==> src/rtl/dma_pkg.sv <==
package dma_pkg;

    localparam int BUS_BYTES = 4;
    localparam int OFF_W     = $clog2(BUS_BYTES);

    typedef enum logic [1:0] {
        DIR_M2M  = 2'd0,
        DIR_M2IO = 2'd1,
        DIR_IO2M = 2'd2,
        DIR_BAD  = 2'd3
    } dir_e;

    typedef enum logic [1:0] {
        PW_8   = 2'd0,
        PW_16  = 2'd1,
        PW_32  = 2'd2,
        PW_BAD = 2'd3
    } pw_e;

    typedef enum logic [2:0] {
        ST_IDLE,
        ST_WAITREQ,
        ST_ACK,
        ST_READ,
        ST_WRITE
    } st_e;

    // Per-unit access plan derived from a configuration
    typedef struct packed {
        logic [1:0] rd_sz;
        logic [2:0] rd_beats;
        logic [1:0] wr_sz;
        logic [2:0] wr_beats;
        logic [2:0] unit_bytes;
    } plan_t;

    function automatic logic [2:0] pw_bytes(input pw_e p);
        case (p)
            PW_8:    return 3'd1;
            PW_16:   return 3'd2;
            default: return 3'd4;
        endcase
    endfunction

    function automatic logic [1:0] bytes_to_sz(input logic [2:0] b);
        case (b)
            3'd1:    return 2'd0;
            3'd2:    return 2'd1;
            default: return 2'd2;
        endcase
    endfunction

endpackage

==> src/rtl/dma_cfg_chk.sv <==
module dma_cfg_chk
    import dma_pkg::*;
#(
    parameter int CNT_W = 16
) (
    input  logic             unit32,
    input  logic             internal,
    input  logic             mem16,
    input  logic [1:0]       port,
    input  logic [1:0]       dir,
    input  logic [CNT_W-1:0] count,
    output logic             legal,
    output plan_t            plan
);
    logic       eff32, src_io, dst_io, is_io, misalign;
    logic [2:0] ub, mb, pb, rb, wb;
    pw_e        pw;
    dir_e       dr;

    always_comb begin
        pw     = pw_e'(port);
        dr     = dir_e'(dir);
        eff32  = unit32 | internal;
        ub     = eff32 ? 3'd4 : 3'd2;
        mb     = (eff32 && mem16) ? 3'd2 : ub;
        pb     = pw_bytes(pw);
        src_io = (dr == DIR_IO2M);
        dst_io = (dr == DIR_M2IO);
        is_io  = src_io | dst_io;
        rb     = src_io ? pb : mb;
        wb     = dst_io ? pb : mb;

        plan.unit_bytes = ub;
        plan.rd_sz      = bytes_to_sz(rb);
        plan.wr_sz      = bytes_to_sz(wb);
        plan.rd_beats   = ub >> plan.rd_sz;
        plan.wr_beats   = ub >> plan.wr_sz;

        misalign = eff32 ? (count[1:0] != 2'd0) : count[0];
        legal    = (dr != DIR_BAD)
                 && !(is_io && ((pw == PW_BAD) || (pb > ub)))
                 && (count != '0)
                 && !misalign;
    end
endmodule

==> src/rtl/dma_hold.sv <==
module dma_hold
    import dma_pkg::*;
#(
    parameter int DATA_W = 32
) (
    input  logic              clk,
    input  logic              rst,
    input  logic              ld,
    input  logic [OFF_W-1:0]  ld_off,
    input  logic [1:0]        ld_sz,
    input  logic [DATA_W-1:0] din,
    input  logic [OFF_W-1:0]  rd_off,
    output logic [DATA_W-1:0] dout
);
    localparam int NB = DATA_W / 8;

    logic [DATA_W-1:0] hold;
    logic [DATA_W-1:0] shifted;
    logic [OFF_W:0]    n_bytes;
    logic [OFF_W:0]    lo, hi;

    assign shifted = din << {ld_off, 3'b000};
    assign n_bytes = {{OFF_W{1'b0}}, 1'b1} << ld_sz;
    assign lo      = {1'b0, ld_off};
    assign hi      = lo + n_bytes;
    assign dout    = hold >> {rd_off, 3'b000};

    for (genvar i = 0; i < NB; i++) begin : g_lane
        localparam logic [OFF_W:0] IDX = (OFF_W+1)'(i);
        logic [7:0] lane_q;
        always_ff @(posedge clk) begin
            if (rst)
                lane_q <= '0;
            else if (ld && (IDX >= lo) && (IDX < hi))
                lane_q <= shifted[i*8 +: 8];
        end
        assign hold[i*8 +: 8] = lane_q;
    end
endmodule

==> src/rtl/dma_ctl.sv <==
module dma_ctl
    import dma_pkg::*;
#(
    parameter int ADDR_W = 32,
    parameter int CNT_W  = 16
) (
    input  logic              clk,
    input  logic              rst,
    input  logic              start,
    input  logic              legal,
    input  plan_t             plan_in,
    input  logic              internal_in,
    input  logic [ADDR_W-1:0] src_in,
    input  logic [ADDR_W-1:0] dst_in,
    input  logic [CNT_W-1:0]  cnt_in,
    input  logic              dreq,
    input  logic              bus_rdy,
    output logic              dack,
    output logic              busy,
    output logic              done,
    output logic              cfg_err,
    output logic              bus_req,
    output logic              bus_we,
    output logic [1:0]        bus_size,
    output logic [ADDR_W-1:0] bus_addr,
    output logic              ld,
    output logic [OFF_W-1:0]  off
);
    st_e               st;
    plan_t             plan_q;
    logic              int_q;
    logic [ADDR_W-1:0] src_q, dst_q;
    logic [CNT_W-1:0]  cnt_q;
    logic [OFF_W-1:0]  beat;
    logic              done_q, err_q;

    logic [2:0]        cur_beats;
    logic [OFF_W+2:0]  off_full;
    logic              last;
    logic [ADDR_W-1:0] ustep;
    logic [CNT_W-1:0]  ucnt;

    always_comb begin
        bus_req   = (st == ST_READ) || (st == ST_WRITE);
        bus_we    = (st == ST_WRITE);
        bus_size  = bus_we ? plan_q.wr_sz : plan_q.rd_sz;
        cur_beats = bus_we ? plan_q.wr_beats : plan_q.rd_beats;
        off_full  = {3'b000, beat} << bus_size;
        off       = off_full[OFF_W-1:0];
        bus_addr  = (bus_we ? dst_q : src_q) + ADDR_W'(off);
        last      = ({1'b0, beat} == (cur_beats - 3'd1));
        ld        = (st == ST_READ) && bus_rdy;
        ustep     = ADDR_W'(plan_q.unit_bytes);
        ucnt      = CNT_W'(plan_q.unit_bytes);
        dack      = (st == ST_ACK);
        busy      = (st != ST_IDLE);
        done      = done_q;
        cfg_err   = err_q;
    end

    always_ff @(posedge clk) begin
        if (rst) begin
            st     <= ST_IDLE;
            plan_q <= '0;
            int_q  <= 1'b0;
            src_q  <= '0;
            dst_q  <= '0;
            cnt_q  <= '0;
            beat   <= '0;
            done_q <= 1'b0;
            err_q  <= 1'b0;
        end else begin
            done_q <= 1'b0;
            case (st)
                ST_IDLE: begin
                    if (start) begin
                        if (legal) begin
                            plan_q <= plan_in;
                            int_q  <= internal_in;
                            src_q  <= src_in;
                            dst_q  <= dst_in;
                            cnt_q  <= cnt_in;
                            beat   <= '0;
                            err_q  <= 1'b0;
                            st     <= internal_in ? ST_READ : ST_WAITREQ;
                        end else begin
                            err_q <= 1'b1;
                        end
                    end
                end
                ST_WAITREQ: if (dreq) st <= ST_ACK;
                ST_ACK:     st <= ST_READ;
                ST_READ: begin
                    if (bus_rdy) begin
                        if (last) begin
                            beat <= '0;
                            st   <= ST_WRITE;
                        end else begin
                            beat <= beat + 1'b1;
                        end
                    end
                end
                ST_WRITE: begin
                    if (bus_rdy) begin
                        if (last) begin
                            beat  <= '0;
                            src_q <= src_q + ustep;
                            dst_q <= dst_q + ustep;
                            cnt_q <= cnt_q - ucnt;
                            if (cnt_q == ucnt) begin
                                st     <= ST_IDLE;
                                done_q <= 1'b1;
                            end else begin
                                st <= int_q ? ST_READ : ST_WAITREQ;
                            end
                        end else begin
                            beat <= beat + 1'b1;
                        end
                    end
                end
                default: st <= ST_IDLE;
            endcase
        end
    end
endmodule

==> src/rtl/dual_addr_dma.sv <==
module dual_addr_dma
    import dma_pkg::*;
#(
    parameter int ADDR_W = 32,
    parameter int CNT_W  = 16
) (
    input  logic              clk,
    input  logic              rst,
    input  logic              start,
    input  logic              cfg_unit32,
    input  logic              cfg_internal,
    input  logic              cfg_mem16,
    input  logic [1:0]        cfg_port,
    input  logic [1:0]        cfg_dir,
    input  logic [ADDR_W-1:0] cfg_src,
    input  logic [ADDR_W-1:0] cfg_dst,
    input  logic [CNT_W-1:0]  cfg_count,
    input  logic              dreq,
    output logic              dack,
    output logic              busy,
    output logic              done,
    output logic              cfg_err,
    output logic              bus_req,
    output logic              bus_we,
    output logic [1:0]        bus_size,
    output logic [ADDR_W-1:0] bus_addr,
    output logic [31:0]       bus_wdata,
    input  logic [31:0]       bus_rdata,
    input  logic              bus_rdy
);
    localparam int DATA_W = BUS_BYTES * 8;

    logic             legal;
    plan_t            plan;
    logic             ld;
    logic [OFF_W-1:0] off;

    dma_cfg_chk #(.CNT_W(CNT_W)) u_chk (
        .unit32   (cfg_unit32),
        .internal (cfg_internal),
        .mem16    (cfg_mem16),
        .port     (cfg_port),
        .dir      (cfg_dir),
        .count    (cfg_count),
        .legal    (legal),
        .plan     (plan)
    );

    dma_ctl #(.ADDR_W(ADDR_W), .CNT_W(CNT_W)) u_ctl (
        .clk         (clk),
        .rst         (rst),
        .start       (start),
        .legal       (legal),
        .plan_in     (plan),
        .internal_in (cfg_internal),
        .src_in      (cfg_src),
        .dst_in      (cfg_dst),
        .cnt_in      (cfg_count),
        .dreq        (dreq),
        .bus_rdy     (bus_rdy),
        .dack        (dack),
        .busy        (busy),
        .done        (done),
        .cfg_err     (cfg_err),
        .bus_req     (bus_req),
        .bus_we      (bus_we),
        .bus_size    (bus_size),
        .bus_addr    (bus_addr),
        .ld          (ld),
        .off         (off)
    );

    dma_hold #(.DATA_W(DATA_W)) u_hold (
        .clk    (clk),
        .rst    (rst),
        .ld     (ld),
        .ld_off (off),
        .ld_sz  (bus_size),
        .din    (bus_rdata),
        .rd_off (off),
        .dout   (bus_wdata)
    );
endmodule

==> config.mk <==
export PLATFORM = sky130hd
export DESIGN_NAME = dual_addr_dma
export DESIGN_NICKNAME = d
export VERILOG_FILES = /design/src/rtl/dma_pkg.sv /design/src/rtl/dma_cfg_chk.sv /design/src/rtl/dma_hold.sv /design/src/rtl/dma_ctl.sv /design/src/rtl/dual_addr_dma.sv
export SDC_FILE = /design/constraint.sdc
export NUM_CORES = 1
export LEC_CHECK = 0
export BUFFER_PORTS_ARGS = -buffer_cell sky130_fd_sc_hd__buf_2
export CELL_PAD_IN_SITES_DETAIL_PLACEMENT = 0
export CELL_PAD_IN_SITES_GLOBAL_PLACEMENT = 1
export CORE_ASPECT_RATIO = 1.1
export CORE_MARGIN = 2
export CORE_UTILIZATION = 37
export CTS_CLUSTER_DIAMETER = 40
export DETAILED_ROUTE_END_ITERATION = 8
export PLACE_DENSITY_LB_ADDON = 0.1
export SYNTH_ARGS = -nofsm -noshare
export SYNTH_HDL_FRONTEND = slang
export SYNTH_SLANG_ARGS = --single-unit
==> constraint.sdc <==
create_clock -name clk -period 4.23 [get_ports clk]
set_clock_uncertainty 0.15 [all_clocks]
set_input_delay 0.2115 -clock clk [delete_from_list [all_inputs] [get_ports clk]]
set_output_delay 0.2115 -clock clk [all_outputs]
set_load 0.02 [all_outputs]
# After elaboration in Yosys (flattened, before gate mapping)
# Index checks and enable logic that the tools add are counted.
# W data, S select, Z words.
# word_totals
regBits	133
input_bits	124
output_inout_bits	72
wordCells	143
# classes
addsub	7
order_cmp	9
n_eq_ne	23
shift	6
muxes	44
bitwise_logic	5
n_reduce_logical	32
# ops
op	count
$mux W32	9
$pmux W32 S2	2
$add A32 B3 Y32	2
$mux W16	4
$mux W3	13
$add A32 B2 Y32	1
$pmux W16 S2	1
$shl A32 B5 Y32	1
$shr A32 B5 Y32	1
$eq A16 B3 Y1	1
$reduce_bool A16 Y1	1
$sub A16 B3 Y16	1
$pmux W3 S5	1
$logic_and A1 B1 Y1	14
$mux W2	7
$eq A3 B2 Y1 const B	4
$pmux W2 S2	3
$ne A2 B2 Y1 const B	5
$eq A3 B1 Y1 const B	3
$ne A2 B1 Y1 const B	4
$reduce_and A7 Y1	1
$lt A1 B3 Y1 const A	2
$lt A2 B3 Y1 const A	2
$pmux W3 S2	1
28 further kinds	42

# Logic depth before layout (Yosys ltp)
# depth
word_depth	12
ltp_mapped	20
depth_no_buf	13

# By module
# From an unflattened synthesis, not the netlist that was laid out.
# hier_totals
hier_cells	1453
area_unflattened_um2	10506.3
# by_module_without_submodules
module	instances	cells_per_inst	area_each_um2	seq_area_each_um2
dma_ctl	1	1078	7598.5	2021.9
dma_hold	1	332	2585.0	640.6
dma_cfg_chk	1	43	322.8	0.0

# Worst setup path after synthesis
# No wires, ideal clock.
# synth_timing
path_type	register to output
startpoint	register u_ctl.st[1]
endpoint	output port bus_addr[14]
arrival_ns	4.308
required_time_ns	3.868
setup_slack_ns	-0.439
stages_incl_launch_ff	21
n_path_buf	7
path_cell_list	dfxtp_1 > buf_6 > or3b_1 > buf_6 > clkinv_8 > buf_2 > buf_2 > buf_1 > buf_1 > nand2_1 > nand2_1 > ha_1 > inv_1 > fa_1 > nand4b_1 > nor3_1 > o21a_1 > clkbuf_1 > nand3b_1 > xor2_1 > mux2i_1
# synth_between
elab_chain_cells	4
elab_cells_between_ends	5
cone_classes	add/sub: 1; eq/ne: 1; shift: 1; mux: 2
# synth_lines
item	line	source
start: declaration	dma_ctl.sv:29	st_e st;
start signal: assignment	dma_ctl.sv:85	st <= internal_in ? ST_READ : ST_WAITREQ;
start signal: assignment	dma_ctl.sv:114	st <= int_q ? ST_READ : ST_WAITREQ;
$eq A3 B3 Y1 *	dma_ctl.sv:45	bus_we = (st == ST_WRITE);
named net bus_we	dual_addr_dma.sv:24	output logic bus_we,
$mux W2	dma_ctl.sv:46	bus_size = bus_we ? plan_q.wr_sz : plan_q.rd_sz;
$shl A2 B2 Y2	dma_ctl.sv:48	off_full = {3'b000, beat} << bus_size;
$add A32 B2 Y32 *	dma_ctl.sv:50	bus_addr = (bus_we ? dst_q : src_q) + ADDR_W'(off);
end: declaration	dual_addr_dma.sv:26	output logic [ADDR_W-1:0] bus_addr,
# Mark *: on every way through the listed nets, which the timed path passes. The rest lies on a longest branch.

# Worst setup path after layout
# layout_timing
startpoint	register u_ctl.st[0]
endpoint	output port bus_addr[26]
# layout_between
elab_chain_cells	4
elab_cells_between_ends	5
cone_classes	add/sub: 1; eq/ne: 1; shift: 1; mux: 2
# layout_lines
item	line
$eq A3 B3 Y1 *	dma_ctl.sv:45
$mux W2	dma_ctl.sv:46
$shl A2 B2 Y2	dma_ctl.sv:48
$add A32 B2 Y32 *	dma_ctl.sv:50
# Mark *: on every way between the ends. The rest lies on a longest branch, timed or not.

==> key figures <==
Setup path
  – Flop2flop setup slack: 0.09 ns
  – Slowest-stage cell, CP: or3b_4
  – Launching point of the worst reg2reg path: u_ctl.st[0]
  – CP Launch Type: flop
  – Crit path from: u_ctl.st[0]
  – CP Data Arrival Time: 3.90 ns
  – Setup Crit Path Kind: reg -> out
  – CP Data Required Time: 3.87 ns
  – Critical path buffers and inverters: 4
  – Worst Path Max Fanout: 5
  – Worst path cell trace: or3b_4 > clkinv_8 > mux2_4 > mux2i_4 > and2_4 > inv_4 > fa_2 > nand4b_1 > nor3_2 > o21a_2 > buf_12 > nor3b_4 > nand2_2 > xnor2_2 > buf_4
  – CP top delay family: simple AND/OR/NAND/NOR gates
  – Worst path max stage delay: 0.46 ns
  – CP endpoint kind: primary output

Timing
  – Final min period: 4.265 ns
  – Final Hold Fails: 0
  – WHS: 0.01540 ns
  – Worst slew margin: 0.3465
  – Worst slew pin tran: 0.9802 ns
  – Final setup fails: 4
  – Fin worst setup slack: -0.03533 ns
  – Setup TNS: -0.09605 ns
  – Slew Limit Fails: 0
  – RSZ-0062 raised after global routing: yes
  – Fin crit share: 1.008
  – Max Fclk: 234.4 MHz

CTS
  – Clk Latency, worst-skew pair: 0.44 ns
  – Maximum root-to-sink buffer count: 2
  – CTS clk-pin slew, worst paths: 0.06 ns
  – CTS Buf Count: 17
  – Max H-tree Level: 4
  – CTS Root Cell: clkbuf_16
  – CTS tree: done
  – Clock sink total: 132

Layout
  – Fin area: 13180 sq um
  – Area taken by flip-flops and latches: 2646 sq um
  – Commonest non-fill, non-tap cell in the layout: nand2_1
  – Synthesis-to-finish area growth: 30.46%
  – Share of layout cells above drive strength 1: 0.2171
  – Multi-input gate area: 6898 sq um
  – Nets: 1757
  – Most frequent cells in the layout: nand2_1, buf_2, dfxtp_1, a21oi_1, dlygate4sd3_1
  – Layout fillers: 2717

Synthesis
  – Yosys warns: 0
  – Ys flop type: dfxtp_1
  – Syn Inst Count: 1381
  – Post-synth EDFFs: 0
  – Post-synth cell types: 85
  – Avg Inst Size Synth: 7.314 sq um
  – Asr flop ratio synth: 0
  – Seq/Total Area, Yosys: 0.2616
  – Post-synthesis cell area: 10100 sq um
  – Number of synthesized register bits: 132
  – Net Count, Synth: 1527

Detailed routing
  – Final wirelength: 40.08 mm
  – Initial DRC Count: 909
  – Antenna-violating nets left: 0
  – Vias post-DR: 11790
  – Via density: 5.957
  – Wire per inst: 20.25 um
  – DRT Pass-1 Iters: 5
  – DRC Markers: 0

Global route
  – M3 GR Usage: 0.03599
  – Met1 Use GR: 0.3711
  – GR Util met2: 0.4574
  – Initial antenna violation count: 0
  – Maximum number of pins on one net before global-route repair: 75
  – First-pass GRT wire length: 62.46 mm
  – Overflow after GRT: 0
  – Number of global-route vias before repair: 11090
  – Tot GR Track Use: 0.2748
  – Top Usage Layer GRT: met2

Place
  – Port Buf Inserts: 195
  – GPL Wtd Cong: 0.8567
  – Placement Cell Area: 11490 sq um
  – DP Wirelength: 27.19 mm
  – Dpl ws: 0.2015 ns

Outcome
  – Violated checks: setup timing
  – Status: finished, violations left

Pwr
  – Leak: 5.021 nW
  – Peak supply drop: 0.2582 mV
  – Pwr/cell area: 416.8 nW/um^2
  – Total Power: 5.492 mW

Floorplan
  – DIE AREA: 28640 sq um
  – Rows: 63
  – Core ar.: 26880 sq um
  – Die height: 177.3 um
  – Ports: 196
  – Initial Utilization: 0.3758
  – Die Width: 161.5 um

Min path
  – Hold_sp: cfg_src[25]
  – Hold WC Path Type: in -> reg

Flow run
  – Maxcap violations: 0
## power by group
group          switching [mW]  total, mW  internal [mW]  leakage, nW
Sequential              0.129       1.47           1.34         1.07
Clock                   0.577       1.58           1.01        0.290
Combinational            1.61       2.44          0.827         3.66
Total                    2.32       5.49           3.17         5.02
## tightest hold or removal path: cells and delay by family
kind                   cells  cell delay, ns
AO/OA/AOI/OAI              2            0.23
buffers and inverters      1            0.10
## flip-flops by register name, indices dropped and copies added (netlist names)
register / flops
u_ctl.done: 1
u_ctl.st: 3
u_ctl.dst_q: 32
u_ctl.cnt_q: 16
u_ctl.cfg_err: 1
u_ctl.beat: 2
u_hold.g_lane.lane_q: 32
u_ctl.src_q: 32
u_ctl.plan_q: 12
u_ctl.int_q: 1
## layout make-up
| cell class | instances | share of cell area |
|---|---|---|
| flip-flops and latches | 132 | 0.2008 |
| multi-input cells | 1075 | 0.5235 |
| repair inverters | 1 | 0.0006646 |
| clock buffers | 24 | 0.03580 |
| well taps | 357 | 0.03390 |
| inverters | 42 | 0.01310 |
| repair buffers | 342 | 0.1826 |
| diodes | 1 | 0.0001899 |
| clock inverters | 5 | 0.009495 |
## final timing paths
path / to / depth (start not counted)
worst max-delay path: bus_addr[26] / 15
worst max register to register: u_hold.g_lane[0].lane_q[2] / 17
worst min register to register: u_ctl.plan_q[9] / 2
worst min-delay path: u_ctl.src_q[25] / 3
## repair_timing
| action | CTS | global route |
|---|---|---|
| hold buffers | 76 | 0 |
| setup endpoints to repair | 19 | 53 |
| gates resized for setup | 21 | 25 |
| cloned | 2 | 0 |
| pin swaps | 9 | 10 |
| endpoints found under the hold margin | 68 | 0 |
| buffers inserted | 14 | 6 |
## cells in the mapped netlist (all sizes together), types with 27 or more instances
cell type,count,area [sq um]
dfxtp,132,2643
nor2,74,277.8
nor3,63,320.3
clkbuf,88,330.3
xnor2,27,244.0
nor4,27,183.9
a211oi,41,320.3
a31oi,54,337.8
nand2,194,728.2
nand3,65,325.3
inv,37,138.9
o21ai,72,360.3
mux2i,45,462.9
a21oi,97,489.2
buf,44,221.5
## cell families after synthesis
group                      share of synthesized area
muxes                                        0.05995
and+or+nand+nor                               0.2633
buffers and inverters                        0.07147
xor gates and xnor gates                     0.04063
adders and majority gates                    0.03097
DFF                                           0.2616
AOI/OAI and AO/OA                             0.2720
## layer usage
layer	part of all wire	vias up
li1	-	5617
met1	0.45	5677
met2	0.48	443
met3	0.059	51
met4	0.019	0
met5	0	-
## per-stage QoR
stage / std cells / utilization
finish: 1979 / 0.4902
global route: 1978 / 0.4902
CTS: 1973 / 0.4862
detailed placement: 1852 / 0.4273
global placement: 1852 / 0.4273
floorplan: 1381 / -
Note: power is estimated with default switching activity, not from simulation.
